==> src/rtl/exc_entry_pkg.sv <==
package exc_entry_pkg;
  localparam int XLEN       = 32;
  localparam int CAUSE_W    = 5;
  localparam int NUM_CAUSES = 15;
  localparam int VEC_SHIFT  = 8;

  // status bit positions
  localparam int SR_SM  = 0;
  localparam int SR_TEE = 1;
  localparam int SR_IEE = 2;
  localparam int SR_DME = 5;
  localparam int SR_IME = 6;
  localparam int SR_DSX = 13;

  // interrupt-like causes: tick 5, ext irq 8, syscall 12, fp trap 13
  localparam logic [31:0] RESUME_MASK = 32'h0000_3120;
endpackage

==> src/rtl/exc_cause_decode.sv <==
module exc_cause_decode #(
  parameter int          CAUSE_W     = exc_entry_pkg::CAUSE_W,
  parameter int          NUM_CAUSES  = exc_entry_pkg::NUM_CAUSES,
  parameter logic [31:0] RESUME_MASK = exc_entry_pkg::RESUME_MASK
) (
  input  logic [CAUSE_W-1:0] cause_i,
  output logic               legal_o,
  output logic               resume_o
);
  localparam int NCODES = 1 << CAUSE_W;
  localparam logic [CAUSE_W:0] NC = NUM_CAUSES[CAUSE_W:0];

  logic [NCODES-1:0] resume_tab;

  for (genvar g = 0; g < NCODES; g++) begin : g_tab
    if (g < 32) begin : g_in
      assign resume_tab[g] = RESUME_MASK[g] && (g < NUM_CAUSES) && (g != 0);
    end else begin : g_out
      assign resume_tab[g] = 1'b0;
    end
  end

  assign legal_o  = (cause_i != '0) && ({1'b0, cause_i} < NC);
  assign resume_o = resume_tab[cause_i];
endmodule

==> src/rtl/exc_epc_select.sv <==
module exc_epc_select #(
  parameter int XLEN = exc_entry_pkg::XLEN
) (
  input  logic [XLEN-1:0] pc_i,
  input  logic [XLEN-1:0] npc_i,
  input  logic [XLEN-1:0] jmp_pc_i,
  input  logic            ds_i,
  input  logic            resume_i,
  output logic [XLEN-1:0] epc_o
);
  localparam logic [XLEN-1:0] INSN_BYTES = XLEN'(4);

  always_comb begin
    unique case ({ds_i, resume_i})
      2'b11:   epc_o = jmp_pc_i;          // resume at branch target
      2'b10:   epc_o = pc_i - INSN_BYTES; // re-run the branch
      2'b01:   epc_o = npc_i;
      default: epc_o = pc_i;
    endcase
  end
endmodule

==> src/rtl/exc_sr_update.sv <==
module exc_sr_update #(
  parameter int XLEN   = exc_entry_pkg::XLEN,
  parameter int SR_SM  = exc_entry_pkg::SR_SM,
  parameter int SR_TEE = exc_entry_pkg::SR_TEE,
  parameter int SR_IEE = exc_entry_pkg::SR_IEE,
  parameter int SR_DME = exc_entry_pkg::SR_DME,
  parameter int SR_IME = exc_entry_pkg::SR_IME,
  parameter int SR_DSX = exc_entry_pkg::SR_DSX
) (
  input  logic [XLEN-1:0] sr_i,
  input  logic            ds_i,
  output logic [XLEN-1:0] sr_o
);
  for (genvar b = 0; b < XLEN; b++) begin : g_bit
    if (b == SR_SM) begin : g_set
      assign sr_o[b] = 1'b1;
    end else if (b == SR_TEE || b == SR_IEE || b == SR_DME || b == SR_IME) begin : g_clr
      assign sr_o[b] = 1'b0;
    end else if (b == SR_DSX) begin : g_dsx
      assign sr_o[b] = sr_i[b] | ds_i;
    end else begin : g_pass
      assign sr_o[b] = sr_i[b];
    end
  end
endmodule

==> src/rtl/exc_entry_unit.sv <==
module exc_entry_unit #(
  parameter int          XLEN        = exc_entry_pkg::XLEN,
  parameter int          CAUSE_W     = exc_entry_pkg::CAUSE_W,
  parameter int          NUM_CAUSES  = exc_entry_pkg::NUM_CAUSES,
  parameter int          VEC_SHIFT   = exc_entry_pkg::VEC_SHIFT,
  parameter logic [31:0] RESUME_MASK = exc_entry_pkg::RESUME_MASK
) (
  input  logic               clk_i,
  input  logic               rst_ni,
  input  logic               req_valid_i,
  input  logic [CAUSE_W-1:0] cause_i,
  input  logic [XLEN-1:0]    pc_i,
  input  logic [XLEN-1:0]    npc_i,
  input  logic [XLEN-1:0]    jmp_pc_i,
  input  logic               ds_i,
  input  logic [XLEN-1:0]    sr_i,
  output logic               ent_valid_o,
  output logic [XLEN-1:0]    epcr_o,
  output logic [XLEN-1:0]    esr_o,
  output logic [XLEN-1:0]    sr_o,
  output logic [XLEN-1:0]    vector_o,
  output logic               tlb_flush_o,
  output logic               xlat_ident_o,
  output logic               ds_clear_o,
  output logic               cause_err_o
);
  localparam int VEC_PAD = XLEN - CAUSE_W - VEC_SHIFT;

  logic            legal, resume, take, bad;
  logic [XLEN-1:0] epc_d, sr_d, vec_d;

  exc_cause_decode #(
    .CAUSE_W(CAUSE_W), .NUM_CAUSES(NUM_CAUSES), .RESUME_MASK(RESUME_MASK)
  ) u_dec (
    .cause_i (cause_i),
    .legal_o (legal),
    .resume_o(resume)
  );

  exc_epc_select #(.XLEN(XLEN)) u_epc (
    .pc_i    (pc_i),
    .npc_i   (npc_i),
    .jmp_pc_i(jmp_pc_i),
    .ds_i    (ds_i),
    .resume_i(resume),
    .epc_o   (epc_d)
  );

  exc_sr_update #(.XLEN(XLEN)) u_sr (
    .sr_i(sr_i),
    .ds_i(ds_i),
    .sr_o(sr_d)
  );

  assign vec_d = {{VEC_PAD{1'b0}}, cause_i, {VEC_SHIFT{1'b0}}};
  assign take  = req_valid_i & legal;
  assign bad   = req_valid_i & ~legal;

  always_ff @(posedge clk_i or negedge rst_ni) begin
    if (!rst_ni) begin
      ent_valid_o  <= 1'b0;
      tlb_flush_o  <= 1'b0;
      xlat_ident_o <= 1'b0;
      ds_clear_o   <= 1'b0;
    end else begin
      ent_valid_o  <= take;
      tlb_flush_o  <= take;
      xlat_ident_o <= take;
      ds_clear_o   <= take & ds_i;
    end
  end

  always_ff @(posedge clk_i or negedge rst_ni) begin
    if (!rst_ni) begin
      epcr_o   <= '0;
      esr_o    <= '0;
      sr_o     <= '0;
      vector_o <= '0;
    end else if (take) begin
      epcr_o   <= epc_d;
      esr_o    <= sr_i;
      sr_o     <= sr_d;
      vector_o <= vec_d;
    end
  end

  always_ff @(posedge clk_i or negedge rst_ni) begin
    if (!rst_ni)  cause_err_o <= 1'b0;
    else if (bad) cause_err_o <= 1'b1;
  end
endmodule

==> config.mk <==
export PLATFORM = sky130hd
export DESIGN_NAME = exc_entry_unit
export DESIGN_NICKNAME = d
export VERILOG_FILES = /design/src/rtl/exc_entry_pkg.sv /design/src/rtl/exc_cause_decode.sv /design/src/rtl/exc_epc_select.sv /design/src/rtl/exc_sr_update.sv /design/src/rtl/exc_entry_unit.sv
export SDC_FILE = /design/constraint.sdc
export NUM_CORES = 1
export LEC_CHECK = 0
export BUFFER_PORTS_ARGS = -buffer_cell sky130_fd_sc_hd__buf_2
export CELL_PAD_IN_SITES_DETAIL_PLACEMENT = 1
export CELL_PAD_IN_SITES_GLOBAL_PLACEMENT = 2
export CORE_MARGIN = 10
export CORE_UTILIZATION = 24
export DETAILED_ROUTE_END_ITERATION = 7
export PLACE_DENSITY = 0.81
export REMOVE_ABC_BUFFERS = 1
export SETUP_SLACK_MARGIN = 0.2
export SLEW_MARGIN = 20
export SYNTH_ARGS = -nofsm -noshare
export SYNTH_HDL_FRONTEND = slang
export SYNTH_SLANG_ARGS = --single-unit
==> constraint.sdc <==
create_clock -name clk_i -period 0.88 [get_ports clk_i]
set_input_delay 0.088 -clock clk_i [delete_from_list [all_inputs] [get_ports clk_i]]
set_output_delay 0.088 -clock clk_i [all_outputs]
set_load 0.03 [all_outputs]
Yosys cells after proc, flatten, opt, wreduce, memory -nomap -nowiden
Memories as Yosys holds them, arrays and structs flattened.
Index checks and enable logic that the tools add are counted.
- add/sub/neg operators: 1
- reduce and logical (&&, ||, !) cells: 2
- bitwise logic cells: 5
- muxes and demuxes: 2
- magnitude comparators: 2
- equality and inequality tests: 3
- operators with widths (kind ; number):
    one-hot mux 32 bit (3 select lines) ; 1
    subtractor 32 x 3 -> 32 bit (second input constant) ; 1
    < comparator 5 x 6 -> 1 bit (second input constant) ; 1
    < comparator 5 x 4 -> 1 bit (second input constant) ; 1
    nonzero test 5 bit ; 1
    == test 2 bit (second input constant) ; 2
    AND 1 bit ; 3
    == test 2 x 1 -> 1 bit (second input constant) ; 1
    logical AND 1 bit ; 1
    two-way mux 1 bit ; 1
    inverter 1 bit ; 1
    OR 1 bit ; 1
- output and inout bits: 133
- word-level logic and storage cells: 23
- memories kept: 1
- flip-flop bits (word level): 100
- memory bits (read-only): 32
- memories (memory ; words ; width ; rd ports ; clocked after memory_dff ; write ports ; line ; source):
    (name not given) ; 32 ; 1 ; 1 ; 0 ; 0 ; exc_cause_decode.sv:24 ; assign resume_o = resume_tab[cause_i];

Depth between registers and ports, before layout
- depth after elaboration: 4
- depth in mapped cells: 7

Hierarchy
Synthesis repeated with hierarchy kept, for this count alone.
- cell total of the unflattened synthesis: 529
- area total of the unflattened synthesis: 6272.3 sq um
- by module, submodules not included (module ; sequential area each (sq um) ; cells an instance ; area each (sq um) ; times used):
    exc_entry_unit ; 2602.5 ; 250 ; 4474.3 ; 1
    exc_epc_select ; 0.0 ; 240 ; 1515.2 ; 1
    exc_sr_update ; 0.0 ; 34 ; 246.5 ; 1
    exc_cause_decode ; 0.0 ; 5 ; 36.3 ; 1

Least setup slack after synthesis
No wires, ideal clock.
- path type: input-to-reg
- start: input port pc_i[6]
- end: register epcr_o[19]
- setup time: 0.065 ns
- stages: 7
- data arrival time: 1.929 ns
- required time: 0.815 ns
- setup slack: -1.114 ns
- path buffers: 2
- cell sequence: clkbuf_1 or4_4 buf_6 or3_4 or4b_1 a21oi_1 o22a_1
- longest elaborated chain between the ends: 2
- RTL lines (item ; line ; source):
    from (decl) ; exc_entry_unit.sv:12 ; input logic [XLEN-1:0] pc_i,
    subtractor 32 x 3 -> 32 bit ; exc_epc_select.sv:16 ; 2'b10: epc_o = pc_i - INSN_BYTES;
    one-hot mux 32 bit (3 select lines) ; exc_epc_select.sv:14 ; unique case ({ds_i, resume_i})
    to (signal assigned) ; exc_entry_unit.sv:80 ; epcr_o <= epc_d;
    to (decl) ; exc_entry_unit.sv:18 ; output logic [XLEN-1:0] epcr_o,
Every way passes these cells.
A chain may end at the register's enable or synchronous reset.

Final worst setup path
Same ends and word-level chain as after synthesis.

==> run_results.csv <==
group,metric,value,unit
clocking,numCtsBuffers,9,
clocking,clk_latency,0.35,ns
clocking,tritoncts,"done",
setup_path,path_max_fanout,5,
clocking,htree_levels,3,
place,port_buffers,238,
setup_path,cp.required,1.17,ns
flow_run,drv_cap,0,
die,die_w,159,um
place,dpl.cell_count,1065,
grt,grt_max_degree,39,
drt,drt-vias-per-instance,4.66,
logic_synthesis,yosysWarnings,0,
die,rows,50,
grt,grt_pass1_wl,37400,um
sta,fin_crit,1.70,ns
die,start_util,24.7,%
die,coreArea,0.0189,sq mm
logic_synthesis,synthTopCellsByCount,"nand2_1, dfrtp_1, buf_4",
logic_synthesis,ys_top_cells_by_area,"dfrtp_1, nand2_1, buf_4",
clocking,clockBufferDepth,2,
sta,fin_skew,0,ns
hold_path,hold_depth,3,
hold_path,hp-class,"in -> reg",
sta,slew_headroom,64.8,%
setup_path,cp.arrival,1.99,ns
logic_synthesis,synthFlopType,"dfrtp_1",
clocking,cts_sinks,74,
logic_synthesis,seq_area_frac_synth,39.7,%
grt,antenna_found_initial,7,
sta,timing.setup.tns,-47.62,ns
finish,fin_cells,1223,
drt,via_count,5696,
logic_synthesis,yosysTopAreaCellShare,39.7,%
drt,post_drt_wl_per_cell,21.3,um
setup_path,rr_worst_depth,4,
drt,drcViolationCount,0,
place,gp_congestion,0.769,
drt,drtAntennaViolNets,0,
clocking,root_buffer,"clkbuf_16",
logic_synthesis,syn_avg_cell_area,8.55,sq um
grt,track_usage,18.5,%
sta,fin_crit_sh,194,%
logic_synthesis,async_reset_ff_share,100,%
grt,grt_pass1_vias,6359,
setup_path,endpoint_kind,"flip-flop",
finish,drive_gt1_share,62.0,%
run_status,violations,"setup timing",
power,vdd_drop_max,813,uV
run_status,status,"complete, but fails checks",
logic_synthesis,yosysTopAreaCell,"dfrtp_1",
logic_synthesis,syn_inst,545,
logic_synthesis,synth_edf_count,0,
drt,drt_pass1_iterations,4,
setup_path,r2r_slack,-0.07,ns
logic_synthesis,ys_types,58,
sta,rsz0062_at_grt,"true",
setup_path,critPathKind,"in -> reg",
power,powerDensity,1570,mW/mm^2
drt,drt_iter0_drc,135,
sta,setup_viol,176,
clocking,clk_pin_slew,0.06,ns
logic_synthesis,yosysMostFrequentCell,"nand2_1",
finish,syn_to_final_growth,107,%
die,die-area,0.0254,sq mm
power,p_leak,4.68,nW
setup_path,startpoint_type,"primary input",
logic_synthesis,synth_area,0.00466,sq mm
place,place_hpwl,15800,um
sta,hold_viol_final,0,
grt,grt_overflow_total,0,
drt,routed_wl,26100,um
logic_synthesis,synth_seq_cells,74,
die,die_y,159,um
die,io_pins,270,
sta,worst_slack,-0.824,ns
sta,max_freq,587,MHz
sta,tightest_slew,0.528,ns
sta,finalMaxSlewViolations,0,
finish,finalNetCount,1089,
sta,holdWs,0.0117,ns
[repair_timing]
| item | 4_1_cts | 5_1_grt |
|---|---|---|
| resized for setup | 377 | 113 |
| hold endpoints to repair | 109 | 0 |
| hold buffers | 35 | 0 |
| endpoints found under the setup margin | 176 | 176 |
| buffers inserted | 53 | 38 |
| pin swaps | 107 | 27 |
| gates cloned | 9 | 0 |
[state kept, by name (all words and copies together) (netlist names)]
name,cells
xlat_ident_o,1
epcr_o,32
cause_err_o,1
sr_o,2
vector_o,5
ds_clear_o,1
esr_o,32
[per-layer routing]
metal  vias up  wire length [um]  GRT usage (%)
met5         -                 0              0
met4         0               863           8.64
met3        52              1350           4.62
met2       212             13800           32.7
met1      2808             10000           20.5
li1       2624                 -              -
[through the flow]
| stage | instance area [sq um] | worst slack (ns) | power, mW | utilization, % |
|---|---|---|---|---|
| after floorplan | 4190 | -3.48 | 6.79 | - |
| after detailed placement | 6430 | -1.32 | 8.75 | 34.0 |
| final | 9640 | -0.824 | 15.2 | 51.0 |
| after global placement | 6430 | -1.28 | 8.67 | 34.0 |
| after global routing | 9640 | -0.863 | 15.9 | 51.0 |
| after CTS | 8920 | -0.804 | 14.6 | 47.2 |
[final timing paths]
| kind | startpoint | end |
|---|---|---|
| setup / recovery | pc_i[6] | epcr_o[19] |
| hold / removal | pc_i[0] | epcr_o[0] |
| setup reg to reg | esr_o[15] | esr_o[15] |
| hold reg to reg | epcr_o[6] | epcr_o[6] |
| max in group asynchronous | rst_ni | epcr_o[5] |
| min in group asynchronous | rst_ni | esr_o[14] |
[power breakdown]
part           internal [mW]  switching (mW)  total, mW
logic                   3.24            3.63       6.88
registers               3.93           0.529       4.46
clock network           2.22            1.63       3.85
[cells in the final DEF, fill, tap and decap left out, drive strengths merged, types with 12 or more instances in the layout]
cell / netlist / routed
o21ai: 22 / 22
nand3: 18 / 18
dfrtp: 74 / 74
a31oi: 23 / 23
nor3: 12 / 12
mux2i: 18 / 18
nor2: 27 / 27
xnor2: 13 / 13
buf: 66 / 423
dlygate4sd3: 0 / 35
conb: 1 / 31
nand2: 131 / 131
[final cells by class]
cell class / instances / area [sq um]
fill: 2139 / 9250
timing repair buffer: 458 / 4110
multi-input combinational: 400 / 2980
sequential: 74 / 1860
tap: 260 / 325
clock buffer: 9 / 225
clock inverter: 7 / 77.6
inverter: 8 / 45.0
antenna: 7 / 17.5
[critical path: stages]
cell and delay, ns:
buf_6 0.09, or4_4 0.58, or3_4 0.44, or4b_4 0.53, a21oi_2 0.14, o22a_1 0.12
[cells by family after synthesis]
kind of cell / synth area share, %
and+or+nand+nor: 22.9
buffers and inverters: 13.1
AOI/OAI and AO/OA: 13.4
DFF: 39.7
muxes: 7.49
xor gates and xnor gates: 3.01
adders and majority gates: 0.268
other: 0.0805
(Power assumes the default switching activity.)
